$ cat src/rtl/ifg_defer.sv
module ifg_defer #(
  parameter int P1_BITS = 64,
  parameter int P2_BITS = 32
) (
  input  logic clk,
  input  logic rst_n,
  input  logic bit_tick,
  input  logic carrier,
  input  logic full_duplex,
  input  logic tx_req,
  input  logic tx_sof,
  input  logic tx_end,
  output logic tx_permit
);
  localparam int TOTAL = P1_BITS + P2_BITS;
  localparam int CW = $clog2(TOTAL + 1);
  localparam logic [CW-1:0] P1_C = CW'(P1_BITS);
  localparam logic [CW-1:0] TOT_C = CW'(TOTAL);

  logic [CW-1:0] gap_cnt;
  logic tx_active, car_q;

  wire gap_done = (gap_cnt == TOT_C);
  wire in_p1 = (gap_cnt < P1_C);
  wire sense_hit = !full_duplex && carrier && (in_p1 || (gap_done && !car_q));

  always_ff @(posedge clk) begin
    if (!rst_n) begin
      gap_cnt <= TOT_C;
      tx_active <= 1'b0;
      car_q <= 1'b0;
    end else begin
      car_q <= carrier;
      if (tx_sof) tx_active <= 1'b1;
      else if (tx_end) tx_active <= 1'b0;
      if (tx_sof || tx_active || sense_hit) gap_cnt <= '0;
      else if (bit_tick && !gap_done) gap_cnt <= gap_cnt + 1'b1;
    end
  end

  assign tx_permit = tx_req && gap_done && !tx_active;

  a_r9_no_overflow: assert property (@(posedge clk) disable iff (!rst_n)
    gap_cnt <= TOT_C);
  a_r7_sof_drops: assert property (@(posedge clk) disable iff (!rst_n)
    tx_sof |=> !tx_permit);
  a_r8_end_restart: assert property (@(posedge clk) disable iff (!rst_n)
    tx_end |=> gap_cnt == '0);
  a_r3_early_restart: assert property (@(posedge clk) disable iff (!rst_n)
    (!full_duplex && carrier && in_p1) |=> gap_cnt == '0);
  a_r4_late_ignore: assert property (@(posedge clk) disable iff (!rst_n)
    (!full_duplex && carrier && !in_p1 && !gap_done && !tx_active && !tx_sof)
      |=> gap_cnt >= $past(gap_cnt) && gap_cnt != '0);
  a_r6_fd_counts: assert property (@(posedge clk) disable iff (!rst_n)
    (full_duplex && bit_tick && !gap_done && !tx_active && !tx_sof)
      |=> gap_cnt == $past(gap_cnt) + 1'b1);
endmodule

$ cat config.mk
export PLATFORM = sky130hd
export DESIGN_NAME = ifg_defer
export DESIGN_NICKNAME = d
export VERILOG_FILES = /design/src/rtl/ifg_defer.sv
export SDC_FILE = /design/constraint.sdc
export NUM_CORES = 1
export LEC_CHECK = 0
export BUFFER_PORTS_ARGS = -buffer_cell sky130_fd_sc_hd__buf_4
export CORE_AREA = 5 5 42 44
export DETAILED_ROUTE_END_ITERATION = 16
export DIE_AREA = 0 0 47 49
export PLACE_DENSITY = 0.62
export SLEW_MARGIN = 5
export SYNTH_ARGS = -nofsm -noshare
export SYNTH_HDL_FRONTEND = slang
export SYNTH_SLANG_ARGS = --single-unit
$ cat constraint.sdc
create_clock -name clk -period 2 [get_ports clk]
set_clock_uncertainty 0.2 [all_clocks]
set_input_delay 0.1 -clock clk [delete_from_list [all_inputs] [get_ports clk]]
set_output_delay 0.1 -clock clk [all_outputs]
set_load 0.1 [all_outputs]
==> results.py <==
metrics = {
    "detailed_routing": {
        "route.met2.wl_um": 472,
        "ant_nets": 0,
        "route.met3.wl_um": 43,
        "drtIter0Drc": 8,
        "top_layer": "met4",
        "vias": 414,
        "wirelength_um": 954,
        "wl_met1_um": 420,
        "drt_pass1_iterations": 4,
        "drc": 0,
        "detail_route.wl_per_cell_um": 11.8,
        "post_drt_via_cell_ratio": 5.11,
    },
    "clocking": {
        "cts_inserted_buffers": 3,
        "clk_pin_slew_ns": 0.06,
        "cts-htree-levels": 1,
        "cts_tree": "done",
        "clockRootBuffer": "clkbuf_4",
        "clk-insertion-delay-late_ns": 0.26,
        "clock_sinks": 9,
        "clock_path_buffers": 2,
    },
    "synth": {
        "yosys_register_bits": 9,
        "avgSynthCellArea_sq_um": 9.85,
        "netlist_instances": 48,
        "syn-num-nets": 58,
        "synth_area_sq_um": 473,
        "synth-main-ff-cell": "dfxtp_1",
        "synth.distinct_cells": 24,
        "synth_edf_count": 0,
        "synth.yosys.seq_area_share_pct": 38.1,
        "yosysWarningCount": 0,
        "async_reset_ff_share_pct": 0,
    },
    "placement": {
        "dp_hpwl_um": 699,
        "finalWeightedCongestion": 0.729,
        "io_buffers": 8,
        "placed_area_sq_um": 553,
        "placed_cells": 72,
    },
    "timing": {
        "hold_viol": 0,
        "timing.fmax_mhz": 525,
        "period_needed_ns": 1.90,
        "rsz0062_at_grt": "yes",
        "tightest_slew_ns": 0.397,
        "setup_viol_count_final": 0,
        "finalMaxSlewViolations": 0,
        "min_period_over_period_pct": 95.2,
        "relSlewSlack_pct": 73.3,
    },
    "critical_path": {
        "critPathBufInv": 2,
        "critPathKind": "reg2out",
        "critical_path_arrival_ns": 1.60,
        "path_delay_family": "simple AND/OR/NAND/NOR gates",
        "cp.required_ns": 1.70,
        "cp_cell_sequence": "inv_1 -> ha_1 -> nand2_1 -> nor4_2 -> and4b_1 -> buf_8",
        "crit_fanout": 4,
        "critPathSlowestCell": "dfxtp_1",
        "cp_slowest_stage_delay_ns": 0.34,
        "endpoint_kind": "primary output",
        "critPathLaunchType": "flop",
    },
    "finish": {
        "final_core_util_pct": 46.3,
        "final_cell_mix": "9 x dfxtp_1, 7 x buf_4, 5 x nor2_1, 5 x dlygate4sd3_1",
        "synthToLayoutAreaGrowth_pct": 37.0,
        "fin_area_sq_um": 648,
        "final_cells": 81,
        "drive_gt1_share_pct": 27.7,
        "final_common_cell": "dfxtp_1",
        "insertedDiodeCount": 0,
        "fillers": 138,
        "final_nets": 76,
    },
    "die": {
        "num_rows": 14,
        "die_h_um": 49,
        "io_pins": 9,
        "initial_core_util_pct": 33.8,
        "fp.dieArea_sq_um": 2300,
        "die_w_um": 47,
        "core_sq_um": 1400,
    },
    "power_and_ir_drop": {
        "p_switching_w": 0.000106,
        "pwr-share-comb_pct": 17.9,
        "leakagePower_nw": 0.255,
        "peakVddDrop_v": 0.000412,
        "seq_power_share_pct": 47.5,
        "sw_frac_of_total_pct": 26.1,
        "p_int_w": 0.000300,
        "power_density_nw_per_um2": 625,
        "pwr-share-clk_pct": 34.6,
    },
    "global_route": {
        "track_usage_pct": 9.60,
        "grt_max_degree": 9,
        "grt_pass1_vias": 405,
        "antenna_found_initial": 0,
        "grt_overflow_total": 0,
        "grt_pass1_wl_mm": 1.61,
    },
    "job": {
        "cap_violations": 0,
    },
    "outcome": {
        "outcome": "finished, final reports clean",
    },
    "worst_hold_path": {
        "worstHoldPathType": "in2reg",
    },
}
metal layers:
layer | track usage [%] | vias to the layer above
met5 | 0 | -
met4 | 5.53 | 0
met3 | 2.21 | 2
met2 | 14.5 | 8
met1 | 12.0 | 191
li1 | - | 213
final cells by class:
cell class	instances	area (sq um)	share of cell area (%)
multi-input combinational	37	297	45.8
sequential	9	180	27.8
timing repair buffer	13	118	18.1
clock buffer	4	26.3	4.05
tap	16	20.0	3.09
inverter	2	7.51	1.16
through the flow:
stage	total power [W]	setup WS, ns	hold slack (ns)	setup TNS (ns)
global route	0.000421	-0.0241	0.116	-0.0241
floorplan	0.000235	0.00177	-0.0200	0
global placement	0.000256	0.129	0.114	0
CTS	0.000404	0.000353	0.0922	0
finish	0.000405	0.0968	0.0911	0
detailed placement	0.000256	0.0830	0.123	0
power by group through the flow:
stage / logic (W) / registers [W] / clock network, W
2_1_floorplan: 0.0000400 / 0.000195 / 0
3_3_place_gp: 0.0000596 / 0.000196 / 0
3_5_place_dp: 0.0000597 / 0.000197 / 0
4_1_cts: 0.0000689 / 0.000192 / 0.000143
5_1_grt: 0.0000793 / 0.000194 / 0.000148
6_report: 0.0000726 / 0.000192 / 0.000140
cells in the mapped netlist, types with 2 or more instances:
master | n | area, sq um
dfxtp_1 | 9 | 180
ha_1 | 2 | 25.0
inv_1 | 2 | 7.51
nand2_1 | 3 | 11.3
nand4_1 | 4 | 25.0
nor2_1 | 5 | 18.8
o21a_1 | 2 | 15.0
o21ai_1 | 2 | 10.0
xor2_1 | 4 | 35.0
cells by family after synthesis:
kind of cell	share of synthesized area, %
compound gates	19.0
xor+xnor	9.26
fa+ha+maj	5.29
buf+inv	1.59
flops	38.1
mux	2.12
simple gates	24.6
worst reg2reg max path, stage by stage, from the launching register on:
cell and delay [ns]:
dfxtp_1 0.34, inv_1 0.09, ha_1 0.15, nand2_1 0.11, or4_4 0.46, o311ai_4 0.34
nor2_1 0.09
timing repair:
| action | CTS | global route |
|---|---|---|
| resized for setup | 1 | 3 |
| pin swaps | 0 | 1 |
| setup endpoints to repair | 1 | 6 |
| endpoints found under the hold margin | 9 | 0 |
| hold buffers | 5 | 0 |
| buffers inserted | 0 | 0 |
flip-flops by register name, indices dropped and copies added, names as in the netlist:
register,count
tx_active,1
car_q,1
gap_cnt,7
final timing paths:
path	start	end	slack (ns)	depth (start not counted)
setup / recovery	gap_cnt[0]$_SDFFE_PP0P_	tx_permit	0.1	6
hold / removal	full_duplex	gap_cnt[6]$_SDFFE_PN1P_	0.09	4
setup reg to reg	gap_cnt[0]$_SDFFE_PP0P_	gap_cnt[1]$_SDFFE_PP0P_	0.1	6
hold reg to reg	gap_cnt[2]$_SDFFE_PP0P_	gap_cnt[2]$_SDFFE_PP0P_	0.37	2
No activity file was read; power rests on OpenSTA's default activity.
